==> src/rtl/sadd_pkg.sv <==
package sadd_pkg;

    typedef enum logic [1:0] {
        ST_IDLE = 2'b00,
        ST_RUN  = 2'b01,
        ST_DONE = 2'b10
    } sadd_state_e;

    typedef struct packed {
        logic sum;
        logic carry;
    } fa_out_t;

    function automatic fa_out_t full_add(input logic a, input logic b, input logic ci);
        fa_out_t r;
        r.sum   = a ^ b ^ ci;
        r.carry = (a & b) | (a & ci) | (b & ci);
        return r;
    endfunction

    function automatic sadd_state_e next_state(input sadd_state_e cur,
                                               input logic start,
                                               input logic last);
        sadd_state_e n;
        case (cur)
            ST_IDLE: n = start ? ST_RUN : ST_IDLE;
            ST_RUN:  n = last ? ST_DONE : ST_RUN;
            ST_DONE: n = ST_IDLE;
            default: n = ST_IDLE;
        endcase
        return n;
    endfunction

endpackage

==> src/rtl/sadd_ctrl.sv <==
module sadd_ctrl
    import sadd_pkg::*;
#(
    parameter int CW = 3
) (
    input  logic             clk,
    input  logic             rst,
    input  logic             start,
    output sadd_state_e      st_q,
    output logic [CW-1:0]    cnt_q,
    output logic             run,
    output logic             launch,
    output logic             fin
);
    logic last;

    assign last   = (cnt_q == {CW{1'b1}});
    assign run    = (st_q == ST_RUN);
    assign launch = (st_q == ST_IDLE) && start;
    assign fin    = (st_q == ST_DONE);

    always_ff @(posedge clk) begin
        if (rst) begin
            st_q  <= ST_IDLE;
            cnt_q <= '0;
        end else begin
            st_q <= next_state(st_q, start, last);
            if (run) cnt_q <= cnt_q + 1'b1;
            else     cnt_q <= '0;
        end
    end
endmodule

==> src/rtl/sadd_shreg.sv <==
module sadd_shreg #(
    parameter int W = 8
) (
    input  logic         clk,
    input  logic         rst,
    input  logic         ld,
    input  logic [W-1:0] d,
    input  logic         shift,
    input  logic         sin,
    output logic [W-1:0] q
);
    for (genvar i = 0; i < W; i++) begin : g_stage
        logic nxt;
        if (i == W-1) begin : g_top
            assign nxt = sin;
        end else begin : g_mid
            assign nxt = q[i+1];
        end
        always_ff @(posedge clk) begin
            if (rst)        q[i] <= 1'b0;
            else if (ld)    q[i] <= d[i];
            else if (shift) q[i] <= nxt;
        end
    end
endmodule

==> src/rtl/sadd_bitslice.sv <==
module sadd_bitslice
    import sadd_pkg::*;
(
    input  logic clk,
    input  logic rst,
    input  logic clr,
    input  logic en,
    input  logic a,
    input  logic b,
    output logic s,
    output logic c_q
);
    fa_out_t r;

    assign r = full_add(a, b, c_q);
    assign s = r.sum;

    always_ff @(posedge clk) begin
        if (rst)      c_q <= 1'b0;
        else if (clr) c_q <= 1'b0;
        else if (en)  c_q <= r.carry;
    end
endmodule

==> src/rtl/serial_adder.sv <==
module serial_adder
    import sadd_pkg::*;
#(
    parameter int W = 8
) (
    input  logic         clk,
    input  logic         rst,
    input  logic         ld,
    input  logic [W-1:0] a_in,
    input  logic [W-1:0] b_in,
    input  logic         start,
    output logic         done,
    output logic [W-1:0] sum,
    output logic         cout
);
    localparam int CW = (W > 1) ? $clog2(W) : 1;

    sadd_state_e   st_q;
    logic [CW-1:0] cnt_q;
    logic          run;
    logic          launch;
    logic          ld_ok;
    logic          s_bit;
    logic [W-1:0]  opa_q;
    logic [W-1:0]  opb_q;
    logic [W-1:0]  sum_q;

    sadd_ctrl #(.CW(CW)) u_ctrl (
        .clk(clk), .rst(rst), .start(start),
        .st_q(st_q), .cnt_q(cnt_q), .run(run), .launch(launch), .fin(done)
    );

    assign ld_ok = ld && (st_q == ST_IDLE);

    sadd_shreg #(.W(W)) u_opa (
        .clk(clk), .rst(rst), .ld(ld_ok), .d(a_in),
        .shift(run), .sin(opa_q[0]), .q(opa_q)
    );

    sadd_shreg #(.W(W)) u_opb (
        .clk(clk), .rst(rst), .ld(ld_ok), .d(b_in),
        .shift(run), .sin(opb_q[0]), .q(opb_q)
    );

    sadd_shreg #(.W(W)) u_res (
        .clk(clk), .rst(rst), .ld(launch), .d({W{1'b0}}),
        .shift(run), .sin(s_bit), .q(sum_q)
    );

    sadd_bitslice u_fa (
        .clk(clk), .rst(rst), .clr(launch), .en(run),
        .a(opa_q[0]), .b(opb_q[0]), .s(s_bit), .c_q(cout)
    );

    assign sum = sum_q;
endmodule

==> config.mk <==
export PLATFORM = sky130hd
export DESIGN_NAME = serial_adder
export DESIGN_NICKNAME = d
export VERILOG_FILES = /design/src/rtl/sadd_pkg.sv /design/src/rtl/sadd_ctrl.sv /design/src/rtl/sadd_shreg.sv /design/src/rtl/sadd_bitslice.sv /design/src/rtl/serial_adder.sv
export SDC_FILE = /design/constraint.sdc
export NUM_CORES = 1
export LEC_CHECK = 0
export BUFFER_PORTS_ARGS = -buffer_cell sky130_fd_sc_hd__buf_2
export CORE_MARGIN = 8
export CORE_UTILIZATION = 52
export CTS_CLUSTER_SIZE = 20
export DETAILED_ROUTE_END_ITERATION = 16
export GPL_TIMING_DRIVEN = 0
export PLACE_DENSITY = 0.75
export SLEW_MARGIN = 5
export SYNTH_ARGS = -nofsm -noshare
export SYNTH_HDL_FRONTEND = slang
export SYNTH_SLANG_ARGS = --single-unit
==> constraint.sdc <==
create_clock -name clk -period 1.9 [get_ports clk]
set_input_delay 0.38 -clock clk [delete_from_list [all_inputs] [get_ports clk]]
set_output_delay 0.38 -clock clk [all_outputs]
set_load 0.1 [all_outputs]
; ---- Yosys cells after proc, flatten, opt, wreduce, memory -nomap -nowiden
; Cells that the tools add are included.
; Widths: inputs -> output; s select.
[word_totals]
register_bits = 30
inputBits = 20
out_inout_bits = 10
[classes]
n_addsub = 1
n_eq_ne = 3
mux = 35
n_bitwise = 8
reduce_logical = 6
[op_table]
columns = op, n
row1 = $mux 1, 33
row2 = $pmux 2 s2, 1
row3 = $reduce_or 2->1, 2
row4 = $add 3x1->3 const B, 1
row5 = $and 1x1->1, 3
row6 = $eq 3x3->1 const B, 1
row7 = $eq 2x1->1 const B, 1
row8 = $eq 2x2->1 const B, 1
row9 = $logic_and 1x1->1, 2
row10 = $logic_not 2->1, 1
row11 = $mux 2, 1
row12 = $or 1x1->1, 2
row13 = $reduce_bool 2->1, 1
row14 = $xor 1x1->1, 2
row15 = $not 1->1, 1

; ---- Longest topological paths before layout
[depth]
depth_word = 3
mapped_depth = 6

; ---- Modules after synthesis
; From an unflattened synthesis, not the netlist that was laid out.
[hier_totals]
hier_cells = 150
hier_area_um2 = 1541.5
[modules_own_cells]
columns = mod, n_inst, cells_each, area_per_inst_um2, seq_area_each_um2
row1 = sadd_shreg, 3, 42, 421.7, 160.2
row2 = sadd_ctrl, 1, 18, 200.2, 100.1
row3 = sadd_bitslice, 1, 4, 60.1, 20.0
row4 = serial_adder, 1, 2, 16.3, 0.0

; ---- Worst setup path after synthesis
; No wires, ideal clock.
[synth_timing]
kind = flip-flop to output port
start = reg u_ctrl.st_q[1]
end = out done
arrival_ps = 1875
t_required_ps = 1520
setup_slack_ps = -355
path_stages_with_launch = 3
path_buffers = 0
cell_sequence = dfxtp_1 clkinv_1 nor2_1
[synth_via]
elab_chain_cells = 1
[synth_rtl]
columns = element, line
row1 = start: declaration, sadd_ctrl.sv:9  ; output sadd_state_e st_q,
row2 = start signal: assignment, sadd_ctrl.sv:27  ; st_q <= next_state(st_q, start, last);
row3 = $eq 2x2->1, sadd_ctrl.sv:20  ; assign fin = (st_q == ST_DONE);
row4 = end: declaration, serial_adder.sv:12  ; output logic done,
; No other way between the ends.

; ---- Worst setup path after layout
; Ends and elaborated chain as after synthesis.

==> impl_results.rst <==
.. list-table::
   :header-rows: 1

   * - Metric
     - Value
   * - Outcome
     - finished clean
   * - Final Wtd Congestion
     - 0.844
   * - Port Buffer Count
     - 29
   * - Vias in the first global route
     - 1172
   * - Remaining global-route overflow
     - 0
   * - Average instance area after synthesis
     - 8.92 um^2
   * - Setup repair after global routing missed its margin
     - no
   * - Buffers & Inverters on Critical Path
     - 2
   * - Clock tree from TritonCTS
     - yes
   * - Final Hold Vio Count
     - 0
   * - Worst voltage drop across the vdd grid
     - 0.000605 V
   * - Busiest layer in global routing
     - met2
   * - Placed wire-length estimate
     - 2.21 mm
   * - Pin count of the biggest net entering global routing
     - 11
   * - Total length of routed wires
     - 2.87 mm
   * - H-tree level count
     - 2
   * - Launching element type of the critical path
     - register
   * - Die Footprint
     - 4450 um^2
   * - Clock buffer count from CTS
     - 5
   * - # Max-Cap Violations
     - 0
   * - Ratio of final minimum period to clock period
     - 0.929
   * - Vias per Instance
     - 5.12
   * - Leading post-synthesis cells by cell area
     - sky130_fd_sc_hd__dfxtp_1 45%, sky130_fd_sc_hd__nand2_1 9.5%, sky130_fd_sc_hd__a311oi_2 9.0%
   * - Clock latency at the later pin of the worst-skew pair
     - 0.33 ns
   * - Global routing met3 resource utilization
     - 0.0671
   * - ANT cells
     - 0
   * - Row cnt
     - 18
   * - Worst endpoint data arrival time
     - 1.38 ns
   * - Worst setup slack after layout
     - 0.135 ns
   * - Clock period minus final worst setup slack
     - 1.76 ns
   * - Cell depth of the worst setup path
     - 3
   * - Largest fanout of any net on the critical path
     - 10
   * - Layout-stage area growth over the synthesis result
     - 18.6%
   * - Met2 demand-to-capacity share in global routing
     - 0.245
   * - Starting density of the core
     - 0.545
   * - Clock root buffer
     - sky130_fd_sc_hd__clkbuf_4
   * - Power per cell area
     - 789 nW/um^2
   * - CTS max path bufs
     - 2
   * - Number of clock sinks seen by CTS
     - 30
   * - Endpoint of the worst register-to-register path
     - u_opa.g_stage[4].nxt
   * - R2R Setup Slk
     - 0.45 ns
   * - Total Routing Usage GR
     - 0.149
   * - Chip width
     - 66.7 um
   * - Yosys reg bits
     - 30
   * - Worst Setup End Kind
     - output pin
   * - Setup violations, final
     - 0
   * - Min-Delay Startpoint
     - rst
   * - R2R cell count
     - 4
   * - Accumulated negative setup slack
     - 0 ns
   * - Standby leakage power
     - 0.656 nW
   * - Die Y-Extent
     - 66.7 um
   * - Relative slew slack
     - 0.575
   * - Netlist cell types
     - 24
   * - Critical path required time
     - 1.52 ns
   * - Maximum cell stage delay along the critical path
     - 0.44 ns
   * - Core area
     - 2450 um^2
   * - Pre-CTS WS
     - 0.222 ns
   * - DRC violation total after the first TritonRoute iteration
     - 66
   * - Standard cell with the maximum stage delay on the critical path
     - sky130_fd_sc_hd__dfxtp_1
   * - Total via count after detailed routing
     - 1112
   * - Total Power
     - 1.25 mW
   * - Detailed-route wire length per cell
     - 13.2 um
   * - Critical path endpoint
     - done
   * - R2R Path Start
     - u_ctrl.st_q[1]
   * - Fraction of final layout cells sized beyond drive strength 1
     - 0.321
   * - CTS clk-pin slew, worst paths
     - 0.09 ns
   * - Transition time at the pin with the least slew margin
     - 0.637 ns
   * - Multi-input logic area
     - 601 um^2
   * - # hold bufs at CTS
     - 0
   * - Worst min-delay path category
     - in -> reg
   * - Worst clock skew
     - 0.00444 ns
   * - Crit-path leading delay family
     - buffers and inverters
   * - Count of TritonRoute iterations in the first routing pass
     - 4
   * - Count of pins on the block boundary
     - 30
   * - Global-route wire length before repair
     - 5.09 mm
   * - Post-DRT Antenna Nets
     - 0
   * - Met1 layer usage reported by global route
     - 0.164
   * - Sequential share of the synthesized area
     - 0.449
   * - FF/Latch Area
     - 601 um^2
   * - Fill cells
     - 221
   * - Crit path kind
     - reg -> out
   * - Final slew viol count
     - 0
   * - Post-synth top area cell
     - sky130_fd_sc_hd__dfxtp_1
   * - Post-synthesis instance area
     - 1340 um^2
   * - Worst setup path start
     - u_ctrl.st_q[1]
   * - Max Clock Freq
     - 567 MHz
   * - Syn_nets
     - 173
   * - Initial antenna violation count
     - 0
   * - Ordered cell list for the critical path
     - clkinv_2, nor2_2, buf_4
   * - Number of remaining DRC errors
     - 0
   * - Fraction of post-synthesis cell area in the top cell type by area
     - 0.449
   * - Synth warn
     - 0
   * - Mapped Cells
     - 150
   * - Net count, final
     - 209
==> worst min path at each step <==
stage	slack [ns]	depth (start not counted)	to
global placement	0.41	1	u_ctrl.cnt_q[0]
global route	0.26	2	u_ctrl.st_q[0]
detailed placement	0.42	1	u_ctrl.cnt_q[0]
floorplan	0.40	1	u_ctrl.cnt_q[0]
finish	0.27	2	u_ctrl.st_q[0]
CTS	0.26	2	u_ctrl.st_q[0]
==> per-layer routing <==
layer,vias to the layer above,wire length (um)
met2,20,1370
met3,5,159
met4,0,48
met5,-,0
met1,503,1290
li1,584,-
==> area by class of cell <==
type,count,share of cell area
multi-input cells,99,0.379
clock inverters,1,0.00315
repair buffers,29,0.0931
plain buffers,19,0.0828
inverters,2,0.00552
flip-flops and latches,30,0.379
clock buffers,7,0.0347
well taps,30,0.0237
==> stage by stage <==
stage / utilization / cells / hold WS [ns] / cell area [um^2]
after global placement: 0.620 / 209 / 0.414 / 1520
final: 0.646 / 217 / 0.270 / 1590
after detailed placement: 0.620 / 209 / 0.419 / 1520
after floorplan: - / 150 / 0.404 / 1340
after CTS: 0.646 / 217 / 0.262 / 1590
after global routing: 0.646 / 217 / 0.264 / 1590
==> sequential cells by signal, indices dropped and copies added, names as in the netlist <==
register,cells
u_res.q,1
u_fa.c_q,1
u_ctrl.st_q,2
u_opb.g_stage.nxt,7
u_res.g_stage.nxt,7
u_opa.g_stage.nxt,7
u_opb.q,1
u_opa.q,1
u_ctrl.cnt_q,3
==> cells in the final DEF, fill, tap and decap left out, drive strengths merged <==
cell / instances
a2111oi: 1
buf: 42
a311oi: 8
o21ba: 1
dfxtp: 30
clkbuf: 13
o22ai: 8
nor3b: 3
ha: 2
a31o: 1
or3b: 1
nand2b: 2
nand2: 34
a21oi: 9
fa: 1
clkinv: 3
a211oi: 8
nor3: 1
nor2: 18
nor2b: 1
==> what timing repair did <==
action	CTS	global route
setup endpoints to repair	1	0
buffers inserted	0	0
resized for setup	2	0
==> cell usage after synthesis <==
master / n
sky130_fd_sc_hd__o21ba_2: 1
sky130_fd_sc_hd__buf_4: 7
sky130_fd_sc_hd__buf_2: 2
sky130_fd_sc_hd__a211oi_1: 8
sky130_fd_sc_hd__ha_1: 2
sky130_fd_sc_hd__a21oi_1: 9
sky130_fd_sc_hd__nor2b_1: 1
sky130_fd_sc_hd__dfxtp_1: 30
sky130_fd_sc_hd__buf_1: 1
sky130_fd_sc_hd__nor3b_1: 3
sky130_fd_sc_hd__nor3_1: 1
sky130_fd_sc_hd__buf_12: 1
sky130_fd_sc_hd__nand2b_1: 2
sky130_fd_sc_hd__nor2_1: 18
sky130_fd_sc_hd__a311oi_2: 8
sky130_fd_sc_hd__clkbuf_1: 6
sky130_fd_sc_hd__nand2_1: 34
sky130_fd_sc_hd__clkinv_1: 2
sky130_fd_sc_hd__buf_6: 2
sky130_fd_sc_hd__a2111oi_0: 1
sky130_fd_sc_hd__or3b_1: 1
sky130_fd_sc_hd__a31o_2: 1
sky130_fd_sc_hd__o22ai_1: 8
sky130_fd_sc_hd__fa_1: 1
==> cell families after synthesis <==
group | Yosys count | share of synthesized area
AOI/OAI and AO/OA | 36 | 0.226
and+or+nand+nor | 60 | 0.187
buffers and inverters | 21 | 0.104
DFF | 30 | 0.449
adders and majority gates | 3 | 0.0337
==> power breakdown <==
group	internal, mW	switching [mW]
Clock	0.179	0.209
Combinational	0.0783	0.101
Sequential	0.663	0.0214
(Power assumes the default switching activity.)
